`src/rtl/atr_trk_pkg.sv`:
```
// Shared types and lookup functions for the ATR tracker.
// Assumes the standard clock-rate and baud-rate index tables.
package atr_trk_pkg;

    typedef enum logic [2:0] {
        PH_RESET     = 3'd0,
        PH_WAIT_ATR  = 3'd1,
        PH_IN_ATR    = 3'd2,
        PH_WAIT_APDU = 3'd3,
        PH_IN_APDU   = 3'd4
    } phase_e;

    typedef enum logic [3:0] {
        SB_TS, SB_T0, SB_TA, SB_TB, SB_TC, SB_TD, SB_HIST, SB_TCK, SB_DONE
    } sub_e;

    // Clock-rate conversion factor F by index (0 = reserved)
    function automatic logic [11:0] rate_f(input logic [3:0] idx);
        logic [11:0] f;
        case (idx)
            4'd0, 4'd1: f = 12'd372;
            4'd2:       f = 12'd558;
            4'd3:       f = 12'd744;
            4'd4:       f = 12'd1116;
            4'd5:       f = 12'd1488;
            4'd6:       f = 12'd1860;
            4'd9:       f = 12'd512;
            4'd10:      f = 12'd768;
            4'd11:      f = 12'd1024;
            4'd12:      f = 12'd1536;
            4'd13:      f = 12'd2048;
            default:    f = 12'd0;
        endcase
        return f;
    endfunction

    // Baud-rate adjustment factor D by index (0 = reserved)
    function automatic logic [6:0] adj_d(input logic [3:0] idx);
        logic [6:0] d;
        case (idx)
            4'd1:    d = 7'd1;
            4'd2:    d = 7'd2;
            4'd3:    d = 7'd4;
            4'd4:    d = 7'd8;
            4'd5:    d = 7'd16;
            4'd6:    d = 7'd32;
            4'd7:    d = 7'd64;
            4'd8:    d = 7'd12;
            4'd9:    d = 7'd20;
            default: d = 7'd0;
        endcase
        return d;
    endfunction

    // Integer quotient F/D; powers of two by shift, 12 and 20 by constant divide
    function automatic logic [11:0] fd_quot(input logic [3:0] fi, input logic [3:0] di);
        logic [11:0] f;
        logic [11:0] q;
        f = rate_f(fi);
        case (di)
            4'd1:    q = f;
            4'd2:    q = f >> 1;
            4'd3:    q = f >> 2;
            4'd4:    q = f >> 3;
            4'd5:    q = f >> 4;
            4'd6:    q = f >> 5;
            4'd7:    q = f >> 6;
            4'd8:    q = f / 12'd12;
            4'd9:    q = f / 12'd20;
            default: q = 12'd0;
        endcase
        return q;
    endfunction

    // First announced character at or after position 'from' (0=A..3=D),
    // otherwise historical bytes if any remain, otherwise the check byte
    function automatic sub_e chain_next(input logic [3:0] y, input logic [2:0] from,
                                        input logic hist_pend);
        sub_e r;
        logic hit;
        r   = hist_pend ? SB_HIST : SB_TCK;
        hit = 1'b0;
        for (int i = 0; i < 4; i++) begin
            if (!hit && (3'(i) >= from) && y[i]) begin
                hit = 1'b1;
                case (i)
                    0:       r = SB_TA;
                    1:       r = SB_TB;
                    2:       r = SB_TC;
                    default: r = SB_TD;
                endcase
            end
        end
        return r;
    endfunction

endpackage

```
`src/rtl/atr_chain_parser.sv`:
```
// Walks the Answer-To-Reset character chain one byte at a time.
// Captures the historical count, first-group Fi/Di and WI.
// Assumes 'start' and 'byte_en' are never high together.
module atr_chain_parser
    import atr_trk_pkg::*;
#(
    parameter int unsigned INIT_WI = 10
) (
    input  logic       clk,
    input  logic       rst_n,
    input  logic       start,
    input  logic       byte_en,
    input  logic [7:0] byte_dat,
    output logic       tck_hit,
    output logic [3:0] fi_q,
    output logic [3:0] di_q,
    output logic [7:0] wi_q,
    output logic [3:0] hist_q
);
    sub_e       sub_q;
    logic [3:0] y_q;        // presence nibble of the current group
    logic [3:0] last_lo_q;  // low nibble of the latest chaining character
    logic       grp1_q;     // still inside the first group
    logic [3:0] left_q;     // historical bytes still to come
    logic       pend;

    assign pend    = (left_q != 4'd0);
    assign tck_hit = byte_en && (sub_q == SB_TCK);

    // Chain walk and field capture
    always_ff @(posedge clk) begin
        if (!rst_n || start) begin
            sub_q     <= SB_TS;
            y_q       <= 4'd0;
            last_lo_q <= 4'd0;
            grp1_q    <= 1'b1;
            left_q    <= 4'd0;
            hist_q    <= 4'd0;
            fi_q      <= 4'd1;
            di_q      <= 4'd1;
            wi_q      <= 8'(INIT_WI);
        end else if (byte_en) begin
            case (sub_q)
                SB_TS: sub_q <= SB_T0;
                SB_T0: begin
                    hist_q    <= byte_dat[3:0];
                    left_q    <= byte_dat[3:0];
                    y_q       <= byte_dat[7:4];
                    last_lo_q <= 4'd0;
                    grp1_q    <= 1'b1;
                    sub_q     <= chain_next(byte_dat[7:4], 3'd0, byte_dat[3:0] != 4'd0);
                end
                SB_TA: begin
                    if (grp1_q) begin
                        fi_q <= byte_dat[7:4];
                        di_q <= byte_dat[3:0];
                    end
                    sub_q <= chain_next(y_q, 3'd1, pend);
                end
                SB_TB: sub_q <= chain_next(y_q, 3'd2, pend);
                SB_TC: begin
                    if (last_lo_q == 4'd2) wi_q <= byte_dat;
                    sub_q <= chain_next(y_q, 3'd3, pend);
                end
                SB_TD: begin
                    y_q       <= byte_dat[7:4];
                    last_lo_q <= byte_dat[3:0];
                    grp1_q    <= 1'b0;
                    sub_q     <= chain_next(byte_dat[7:4], 3'd0, pend);
                end
                SB_HIST: begin
                    left_q <= left_q - 4'd1;
                    sub_q  <= (left_q == 4'd1) ? SB_TCK : SB_HIST;
                end
                SB_TCK:  sub_q <= SB_DONE;
                default: sub_q <= sub_q;
            endcase
        end
    end

    // Historical state is only entered while bytes remain
    p_hist_left_r5: assert property (@(posedge clk) disable iff (!rst_n)
        byte_en && (sub_q == SB_HIST) |-> (left_q != 4'd0));

    // Later-group A characters leave the indices alone
    p_ta_later_r6: assert property (@(posedge clk) disable iff (!rst_n)
        byte_en && (sub_q == SB_TA) && !grp1_q |=> $stable(fi_q) && $stable(di_q));

    // WI only follows a chaining nibble of 2
    p_wi_guard_r7: assert property (@(posedge clk) disable iff (!rst_n)
        byte_en && (sub_q == SB_TC) && (last_lo_q != 4'd2) |=> $stable(wi_q));

endmodule

```
`src/rtl/atr_rate_calc.sv`:
```
// Derives the F/D divisor and the post-ATR waiting time from the captured
// indices. Purely combinational; the caller decides when to load.
module atr_rate_calc
    import atr_trk_pkg::*;
#(
    parameter int unsigned RATIO_LIMIT = 1024,
    parameter int unsigned WT_W        = 24,
    parameter int unsigned WT_UNIT     = 960,
    localparam int unsigned RATIO_W    = $clog2(RATIO_LIMIT)
) (
    input  logic [3:0]         fi,
    input  logic [3:0]         di,
    input  logic [7:0]         wi,
    output logic [RATIO_W-1:0] ratio_val,
    output logic               ratio_ok,
    output logic [WT_W-1:0]    wt_val
);
    logic [11:0] quot;

    // Divisor and its acceptance window
    always_comb begin
        quot      = fd_quot(fi, di);
        ratio_ok  = (quot != 12'd0) && (32'(quot) < RATIO_LIMIT);
        ratio_val = RATIO_W'(quot);
    end

    // Waiting time in elementary time units
    always_comb begin
        wt_val = WT_W'(WT_UNIT) * WT_W'(adj_d(di)) * WT_W'(wi);
    end

endmodule

```
`src/rtl/atr_tracker.sv`:
```
// Session phase tracker for a passively observed ISO 7816-3 link.
// Owns the phase machine and the rate/waiting-time output registers.
// Assumes rx_vld and wt_expired are single-cycle strobes.
module atr_tracker
    import atr_trk_pkg::*;
#(
    parameter int unsigned RATIO_LIMIT = 1024,
    parameter int unsigned WT_W        = 24,
    parameter int unsigned WT_UNIT     = 960,
    parameter int unsigned INIT_WT     = 9600,
    parameter int unsigned INIT_WI     = 10,
    localparam int unsigned RATIO_W    = $clog2(RATIO_LIMIT)
) (
    input  logic               clk,
    input  logic               rst_n,
    input  logic               card_rst_n,
    input  logic               rx_vld,
    input  logic [7:0]         rx_byte,
    input  logic               wt_expired,
    output logic [2:0]         phase,
    output logic [RATIO_W-1:0] rate_ratio,
    output logic               rate_upd,
    output logic [WT_W-1:0]    wait_time,
    output logic               wait_upd,
    output logic [3:0]         atr_fi,
    output logic [3:0]         atr_di,
    output logic [7:0]         atr_wi,
    output logic [3:0]         atr_hist
);
    localparam logic [11:0] INIT_Q = fd_quot(4'd1, 4'd1);

    phase_e             phase_q;
    logic               start;
    logic               byte_en;
    logic               tck_hit;
    logic [RATIO_W-1:0] calc_ratio;
    logic               calc_ok;
    logic [WT_W-1:0]    calc_wt;

    assign phase   = phase_q;
    assign start   = card_rst_n && (phase_q == PH_RESET);
    assign byte_en = rx_vld && card_rst_n &&
                     ((phase_q == PH_WAIT_ATR) || (phase_q == PH_IN_ATR));

    atr_chain_parser #(.INIT_WI(INIT_WI)) u_parse (
        .clk      (clk),
        .rst_n    (rst_n),
        .start    (start),
        .byte_en  (byte_en),
        .byte_dat (rx_byte),
        .tck_hit  (tck_hit),
        .fi_q     (atr_fi),
        .di_q     (atr_di),
        .wi_q     (atr_wi),
        .hist_q   (atr_hist)
    );

    atr_rate_calc #(
        .RATIO_LIMIT (RATIO_LIMIT),
        .WT_W        (WT_W),
        .WT_UNIT     (WT_UNIT)
    ) u_calc (
        .fi        (atr_fi),
        .di        (atr_di),
        .wi        (atr_wi),
        .ratio_val (calc_ratio),
        .ratio_ok  (calc_ok),
        .wt_val    (calc_wt)
    );

    // Phase machine and output value registers
    always_ff @(posedge clk) begin
        rate_upd <= 1'b0;
        wait_upd <= 1'b0;
        if (!rst_n) begin
            phase_q    <= PH_RESET;
            rate_ratio <= RATIO_W'(INIT_Q);
            wait_time  <= WT_W'(INIT_WT);
        end else if (!card_rst_n) begin
            phase_q <= PH_RESET;
        end else begin
            case (phase_q)
                PH_RESET: begin
                    phase_q    <= PH_WAIT_ATR;
                    rate_ratio <= RATIO_W'(INIT_Q);
                    rate_upd   <= 1'b1;
                    wait_time  <= WT_W'(INIT_WT);
                    wait_upd   <= 1'b1;
                end
                PH_WAIT_ATR: if (rx_vld) phase_q <= PH_IN_ATR;
                PH_IN_ATR: begin
                    if (tck_hit) begin
                        phase_q   <= PH_WAIT_APDU;
                        wait_time <= calc_wt;
                        wait_upd  <= 1'b1;
                        if (calc_ok) begin
                            rate_ratio <= calc_ratio;
                            rate_upd   <= 1'b1;
                        end
                    end
                end
                PH_WAIT_APDU, PH_IN_APDU: begin
                    if (wt_expired)  phase_q <= PH_WAIT_APDU;
                    else if (rx_vld) phase_q <= PH_IN_APDU;
                end
                default: phase_q <= PH_RESET;
            endcase
        end
    end

    p_card_rst_r2: assert property (@(posedge clk) disable iff (!rst_n)
        !card_rst_n |=> (phase_q == PH_RESET) && !rate_upd && !wait_upd);

    p_release_r3: assert property (@(posedge clk) disable iff (!rst_n)
        (phase_q == PH_RESET) && card_rst_n |=>
            (phase_q == PH_WAIT_ATR) && rate_upd && wait_upd && (wait_time == WT_W'(INIT_WT)));

    p_tck_exit_r8: assert property (@(posedge clk) disable iff (!rst_n)
        (phase_q == PH_IN_ATR) && tck_hit && card_rst_n |=> (phase_q == PH_WAIT_APDU) && wait_upd);

    p_ratio_range_r9: assert property (@(posedge clk) disable iff (!rst_n)
        rate_upd |-> (rate_ratio != '0));

    p_apdu_byte_r10: assert property (@(posedge clk) disable iff (!rst_n)
        ((phase_q == PH_WAIT_APDU) || (phase_q == PH_IN_APDU)) && rx_vld && !wt_expired && card_rst_n
            |=> (phase_q == PH_IN_APDU));

    p_apdu_tmo_r10: assert property (@(posedge clk) disable iff (!rst_n)
        ((phase_q == PH_WAIT_APDU) || (phase_q == PH_IN_APDU)) && wt_expired && card_rst_n
            |=> (phase_q == PH_WAIT_APDU));

    p_ratio_hold_r11: assert property (@(posedge clk) disable iff (!rst_n)
        !rate_upd |-> $stable(rate_ratio));

    p_wt_hold_r11: assert property (@(posedge clk) disable iff (!rst_n)
        !wait_upd |-> $stable(wait_time));

endmodule

```
`config.mk`:
```
export PLATFORM = sky130hd
export DESIGN_NAME = atr_tracker
export DESIGN_NICKNAME = d
export VERILOG_FILES = /design/src/rtl/atr_trk_pkg.sv /design/src/rtl/atr_chain_parser.sv /design/src/rtl/atr_rate_calc.sv /design/src/rtl/atr_tracker.sv
export SDC_FILE = /design/constraint.sdc
export NUM_CORES = 1
export LEC_CHECK = 0
export BUFFER_PORTS_ARGS = -buffer_cell sky130_fd_sc_hd__clkbuf_2
export CORE_MARGIN = 3
export CORE_UTILIZATION = 61
export DETAILED_ROUTE_END_ITERATION = 10
export MAX_ROUTING_LAYER = met4
export PLACE_DENSITY_LB_ADDON = 0.1
export SYNTH_ARGS = -nofsm -noshare
export SYNTH_HDL_FRONTEND = slang
export SYNTH_SLANG_ARGS = --single-unit
```
`constraint.sdc`:
```
create_clock -name clk -period 22.8 [get_ports clk]
set_input_delay 2.28 -clock clk [delete_from_list [all_inputs] [get_ports clk]]
set_output_delay 2.28 -clock clk [all_outputs]
set_load 0.005 [all_outputs]
```
==> results of run 1 <==
layer usage:
metal / wire length, um / track usage (%) / vias to the layer above
li1: - / - / 3716
met5: 0 / - / -
met1: 9840 / 39.1 / 3568
met4: 313 / 7.13 / 0
met3: 1100 / 4.29 / 27
met2: 9570 / 41.7 / 227
worst min-delay path: stages, from the launching register on:
cell	delay, ns
dfxtp_1	0.31
nand2_1	0.05
a21oi_1	0.05
per-stage QoR:
step	instances	hold WS, ns
final	1288	0.452
after global routing	1288	0.476
after CTS	1288	0.453
after detailed placement	1272	0.444
after global placement	1272	0.438
after floorplan	1076	0.427
how the worst max path moves through the flow:
stage | startpoint | endpoint | slack [ns] | cells past startpoint
detailed placement | u_parse.di_q[0] | rate_ratio[8] | 7.72 | 56
global route | u_parse.di_q[0] | rate_ratio[4] | 6.11 | 56
finish | u_parse.di_q[0] | rate_ratio[8] | 7.45 | 56
floorplan | u_parse.di_q[2] | rate_ratio[2] | 10.42 | 59
global placement | u_parse.di_q[0] | rate_ratio[8] | 8.19 | 56
CTS | u_parse.di_q[0] | rate_ratio[8] | 7.67 | 56
kinds of logic (layout without fill, tap and decap cells):
| group | Yosys count | after routing |
|---|---|---|
| other | 1 | 6 |
| buffers and inverters | 157 | 189 |
| flip-flops | 87 | 87 |
| AO/OA/AOI/OAI | 236 | 236 |
| XOR/XNOR | 43 | 43 |
| AND/OR/NAND/NOR | 375 | 375 |
| adder cells (fa/ha/maj) | 141 | 141 |
| multiplexers | 31 | 31 |
cells in the final DEF, fill, tap and decap left out, types with 20 or more instances in the layout:
cell,count
nand2_1,121
inv_1,100
dfxtp_1,87
ha_1,77
nor2_1,68
a21oi_1,67
clkbuf_2,65
fa_1,64
and2_1,49
o21ai_0,47
xnor2_1,34
nor2b_1,26
mux2i_1,24
nor3_1,23
nand3_1,20
layout make-up:
type	count	area (sq um)
repair buffers	73	385
multi-input cells	832	6510
clock buffers	9	225
fillers	1202	4490
flip-flops and latches	87	1740
clock inverters	7	91.3
inverters	100	375
well taps	180	225
where the power goes:
part / internal [W] / total (W) / switching, W
Combinational: 0.00000346 / 0.0000119 / 0.00000845
Sequential: 0.000152 / 0.000153 / 0.000000721
Clock: 0.0000876 / 0.000157 / 0.0000694
==> results.py, run 1 <==
metrics = {
    "outcome": {
        "outcome": "complete, no violations",
    },
    "timing": {
        "finalHoldViolCount": 0,
        "worst_slack_ns": 7.45,
        "finalSetupTns_ns": 0,
        "finalCritPeriodShare_pct": 67.3,
        "finalCriticalPeriod_ns": 15.35,
        "drv_slew": 0,
        "setup_viol": 0,
        "rsz0062_at_grt": "false",
        "timing.slew.headroom_pct": 35.9,
        "tightestPinTransition_ns": 0.961,
        "fmax_ghz": 0.0652,
        "final.setup_skew_ns": 0.00697,
    },
    "worst_setup_path": {
        "path_class": "flop to flop",
        "r2r_end": "rate_ratio[8]",
        "reg2reg_setup_slack_ns": 7.45,
        "cpPeakStageDelay_ns": 0.93,
        "path_delay_family": "compound AO/OA/AOI/OAI gates",
        "path_common_cell": "ha_1",
        "path_max_fanout": 29,
        "cp_slowest_cell": "dfxtp_1",
        "critPathArrivalTime_ns": 15.55,
        "r2r-start": "u_parse.di_q[0]",
        "reg2reg_depth": 56,
        "start_kind": "flop",
        "worstPathRequired_ns": 23.00,
        "cp-end-kind": "flop",
        "cp_num_buf_inv": 2,
    },
    "die": {
        "die-area_sq_um": 16000,
        "start_util_pct": 63.0,
        "core-area_sq_um": 14000,
        "die_w_um": 126,
        "rows": 43,
        "io-pin-count": 72,
        "die_h_um": 126,
    },
    "run": {
        "drv_cap": 0,
    },
    "place": {
        "place_area_sq_um": 9240,
        "dp.final_hpwl_um": 16000,
        "gp_congestion": 0.933,
        "place_ws_ns": 7.72,
        "port_buffers": 65,
    },
    "logic_synthesis": {
        "synth_warnings": 0,
        "ys_ff_latch": 87,
        "synth_fa_ha_area_share_pct": 25.4,
        "netlist_top_cells_area": "dfxtp_1 20%, fa_1 14%, ha_1 11%",
        "synth_cell_types": 83,
        "yosys.area.top_type": "dfxtp_1",
        "synth_edf_count": 0,
        "synth_top_family_by_area": "adder cells",
        "syn_area_per_cell_sq_um": 8.27,
        "syn_area_sq_um": 8850,
        "yosys-top-cells-count": "121 x nand2_1, 100 x inv_1, 87 x dfxtp_1",
        "synth_cells": 1071,
        "synth_flop_cell": "dfxtp_1",
        "synth_most_common_cell": "nand2_1",
        "synthArstFlopShare_pct": 0,
        "synth.area.mux_share_pct": 3.90,
        "yosys.area_share.simple_pct": 21.3,
        "synth_xor_area_share_pct": 4.25,
        "synth_compound_area_share_pct": 18.2,
        "ys_seq_area_share_pct": 19.7,
        "synth.top_cell.area_share_pct": 19.7,
    },
    "detailed_routing": {
        "finalWirelength_um": 20800,
        "drt_iter0_drc": 535,
        "drtPass1Iterations": 5,
        "wire_per_inst_um": 16.2,
        "via_per_inst": 5.85,
        "antenna_left": 0,
        "num_vias": 7538,
        "drc": 0,
    },
    "layout": {
        "syn2layout_area_growth_pct": 7.94,
        "n_antenna_cell": 0,
        "drive_gt1_share_pct": 10.9,
        "layout.nets": 1257,
        "fin_util_pct": 68.1,
        "design_area_sq_um": 9560,
    },
    "cts": {
        "clock_path_buffers": 2,
        "postCtsSetupRepairBufs": 0,
        "ctsHtreeMaxLevel": 3,
        "cts.sinks": 87,
        "cts_tree": "done",
        "root_buffer": "clkbuf_16",
        "clk_latency_ns": 0.35,
        "clk_pin_slew_ns": 0.07,
        "cts-resized-gates": 0,
        "cts_buffers": 9,
        "hold_buffers": 0,
    },
    "global_route": {
        "first_global_vias": 7230,
        "antenna_found_initial": 0,
        "grt_pass1_wl_um": 35900,
        "grt_overflow": 0,
        "grt_max_degree": 34,
        "grt_usage_pct": 27.6,
    },
    "worst_hold_path": {
        "min_to": "u_parse.last_lo_q[0]",
        "hp-class": "flop to flop",
        "hold_depth": 2,
        "worstHoldStart": "u_parse.last_lo_q[0]",
    },
    "power_and_ir_drop": {
        "power.density_nw_per_um2": 33.7,
        "power_leakage_nw": 4.20,
        "vdd_drop_max_v": 0.0000362,
        "power_w": 0.000322,
    },
}
No activity file was read; power rests on OpenSTA's default activity.
==> run 2, diff against run 1 <==
clock period = 15.7 ns   (was 22.8 ns; I/O delays follow)
==> run 2 against run 1 <==
Critical path depth unchanged. Clock skew increased by 0.0023 ns. Sequential share of layout area is essentially flat. Core utilization shrank 0.098 points. Die area did not move. Count of clock-buffer cells in the layout unchanged. Routed wire length down 0.55%. Worst hold slack better by 0.0028 ns. Critical path type unchanged.
==> results.py, run 2 (same netlist as run 1, synthesis figures left out) <==
metrics = {
    "layout": {
        "design_area_sq_um": 9540,
        "syn2layout_area_growth_pct": 7.79,
        "drive_gt1_share_pct": 11.0,
        "layout.nets": 1257,
        "final_cell_mix": "121 x nand2_1, 100 x inv_1, 87 x dfxtp_1, 77 x ha_1, 68 x nor2_1",
        "layout_commonest_cell": "nand2_1",
        "n_antenna_cell": 0,
        "fin_cells": 1288,
    },
    "cts": {
        "cts-resized-gates": 0,
        "postCtsSetupRepairBufs": 0,
        "clock_path_buffers": 2,
        "cts_tree": "done",
        "root_buffer": "clkbuf_16",
        "ctsHtreeMaxLevel": 3,
        "clk_pin_slew_ns": 0.07,
        "clk_latency_ns": 0.35,
        "cts_buffers": 9,
        "cts.sinks": 87,
        "hold_buffers": 0,
    },
    "worst_setup_path": {
        "r2r-start": "u_parse.di_q[3]",
        "cp_slowest_cell": "dfxtp_1",
        "critPathArrivalTime_ns": 14.72,
        "reg2reg_depth": 56,
        "r2r_end": "rate_ratio[8]",
        "reg2reg_setup_slack_ns": 1.19,
        "cp-end-kind": "flop",
        "path_class": "flop to flop",
        "path_max_fanout": 16,
        "path_common_cell": "ha_1",
        "cpPeakStageDelay_ns": 0.61,
        "start_kind": "flop",
        "worstPathRequired_ns": 15.91,
    },
    "place": {
        "gp_congestion": 0.882,
        "dp.final_hpwl_um": 15800,
        "place_ws_ns": 1.02,
        "port_buffers": 65,
        "place_area_sq_um": 9240,
        "place_inst": 1272,
    },
    "detailed_routing": {
        "drt_iter0_drc": 596,
        "via_per_inst": 5.88,
        "drtPass1Iterations": 7,
        "finalWirelength_um": 20700,
        "wire_per_inst_um": 16.1,
        "antenna_left": 0,
        "num_vias": 7579,
        "drc": 0,
    },
    "global_route": {
        "grt_pass1_wl_um": 35600,
        "grt_usage_pct": 27.5,
        "grt_max_degree": 34,
        "first_global_vias": 7171,
        "grt_overflow": 0,
        "antenna_found_initial": 0,
    },
    "worst_hold_path": {
        "hold_depth": 2,
        "hp-class": "flop to flop",
        "worstHoldStart": "u_parse.last_lo_q[0]",
        "min_to": "u_parse.last_lo_q[0]",
    },
    "timing": {
        "fmax_ghz": 0.0689,
        "timing.slew.headroom_pct": 37.3,
        "hold_slack_ns": 0.454,
        "tightestPinTransition_ns": 0.937,
        "finalHoldViolCount": 0,
        "finalCriticalPeriod_ns": 14.51,
        "final.setup_skew_ns": 0.00931,
        "drv_slew": 0,
        "rsz0062_at_grt": "false",
        "setup_viol": 0,
        "worst_slack_ns": 1.19,
        "finalCritPeriodShare_pct": 92.4,
        "finalSetupTns_ns": 0,
    },
    "die": {
        "core-area_sq_um": 14000,
        "start_util_pct": 63.0,
        "die-area_sq_um": 16000,
        "io-pin-count": 72,
        "die_h_um": 126,
        "die_w_um": 126,
        "rows": 43,
    },
    "outcome": {
        "outcome": "complete, no violations",
    },
    "power_and_ir_drop": {
        "vdd_drop_max_v": 0.0000503,
        "power.density_nw_per_um2": 47.8,
        "power_leakage_nw": 4.20,
    },
    "run": {
        "drv_cap": 0,
    },
}
==> run 2: cell count changes in the layout (fill, tap and decap cells not counted), sizes merged <==
cell,delta
clkinvlp,-1
bufinv,-1
clkinv,+1
inv,+1
==> run 2: worst max-delay path: cells and delay by family, from the launching register on <==
kind	cells	cell delay (ns)
AOI/OAI and AO/OA	25	6.60
and+or+nand+nor	14	2.69
adders and majority gates	9	2.64
xor gates and xnor gates	5	1.11
DFF	1	0.61
buffers and inverters	2	0.36
muxes	1	0.34
==> run 2: where the power goes <==
group	leakage, nW	internal [W]	switching, W
clock	0.147	0.000113	0.000105
sequential	0.702	0.000221	0.00000105
combinational	3.35	0.00000478	0.0000122
==> run 2: how the worst max path moves through the flow <==
stage                          startpoint       endpoint  slack (ns)  cells after the start
after floorplan           u_parse.di_q[2]  rate_ratio[2]        3.32                     59
after global placement    u_parse.di_q[3]  rate_ratio[4]        1.37                     56
after detailed placement  u_parse.di_q[3]  rate_ratio[2]        1.02                     56
after CTS                 u_parse.di_q[3]  rate_ratio[2]        0.99                     56
after global routing      u_parse.di_q[3]  rate_ratio[4]        0.07                     56
final                     u_parse.di_q[3]  rate_ratio[8]        1.19                     56
==> run 2: metrics by stage <==
step | utilization (%) | total power (W)
finish | 68.0 | 0.000456
detailed placement | 65.8 | 0.000244
global route | 68.0 | 0.000470
floorplan | - | 0.000238
global placement | 65.8 | 0.000244
CTS | 67.9 | 0.000460
==> run 2: per-layer routing <==
metal  wire (um)  up-vias  global-route usage, %
met2        9590      222                   42.0
met1        9820     3613                   38.9
met3        1050       20                   4.21
met5           0        -                      -
met4         244        0                   6.06
li1            -     3724                      -
==> run 2: final cells by class <==
class	instances	area [sq um]
multi-input cells	832	6520
fillers	1205	4500
flip-flops and latches	87	1740
repair buffers	73	385
inverters	100	375
clock buffers	9	225
well taps	180	225
clock inverters	7	73.8
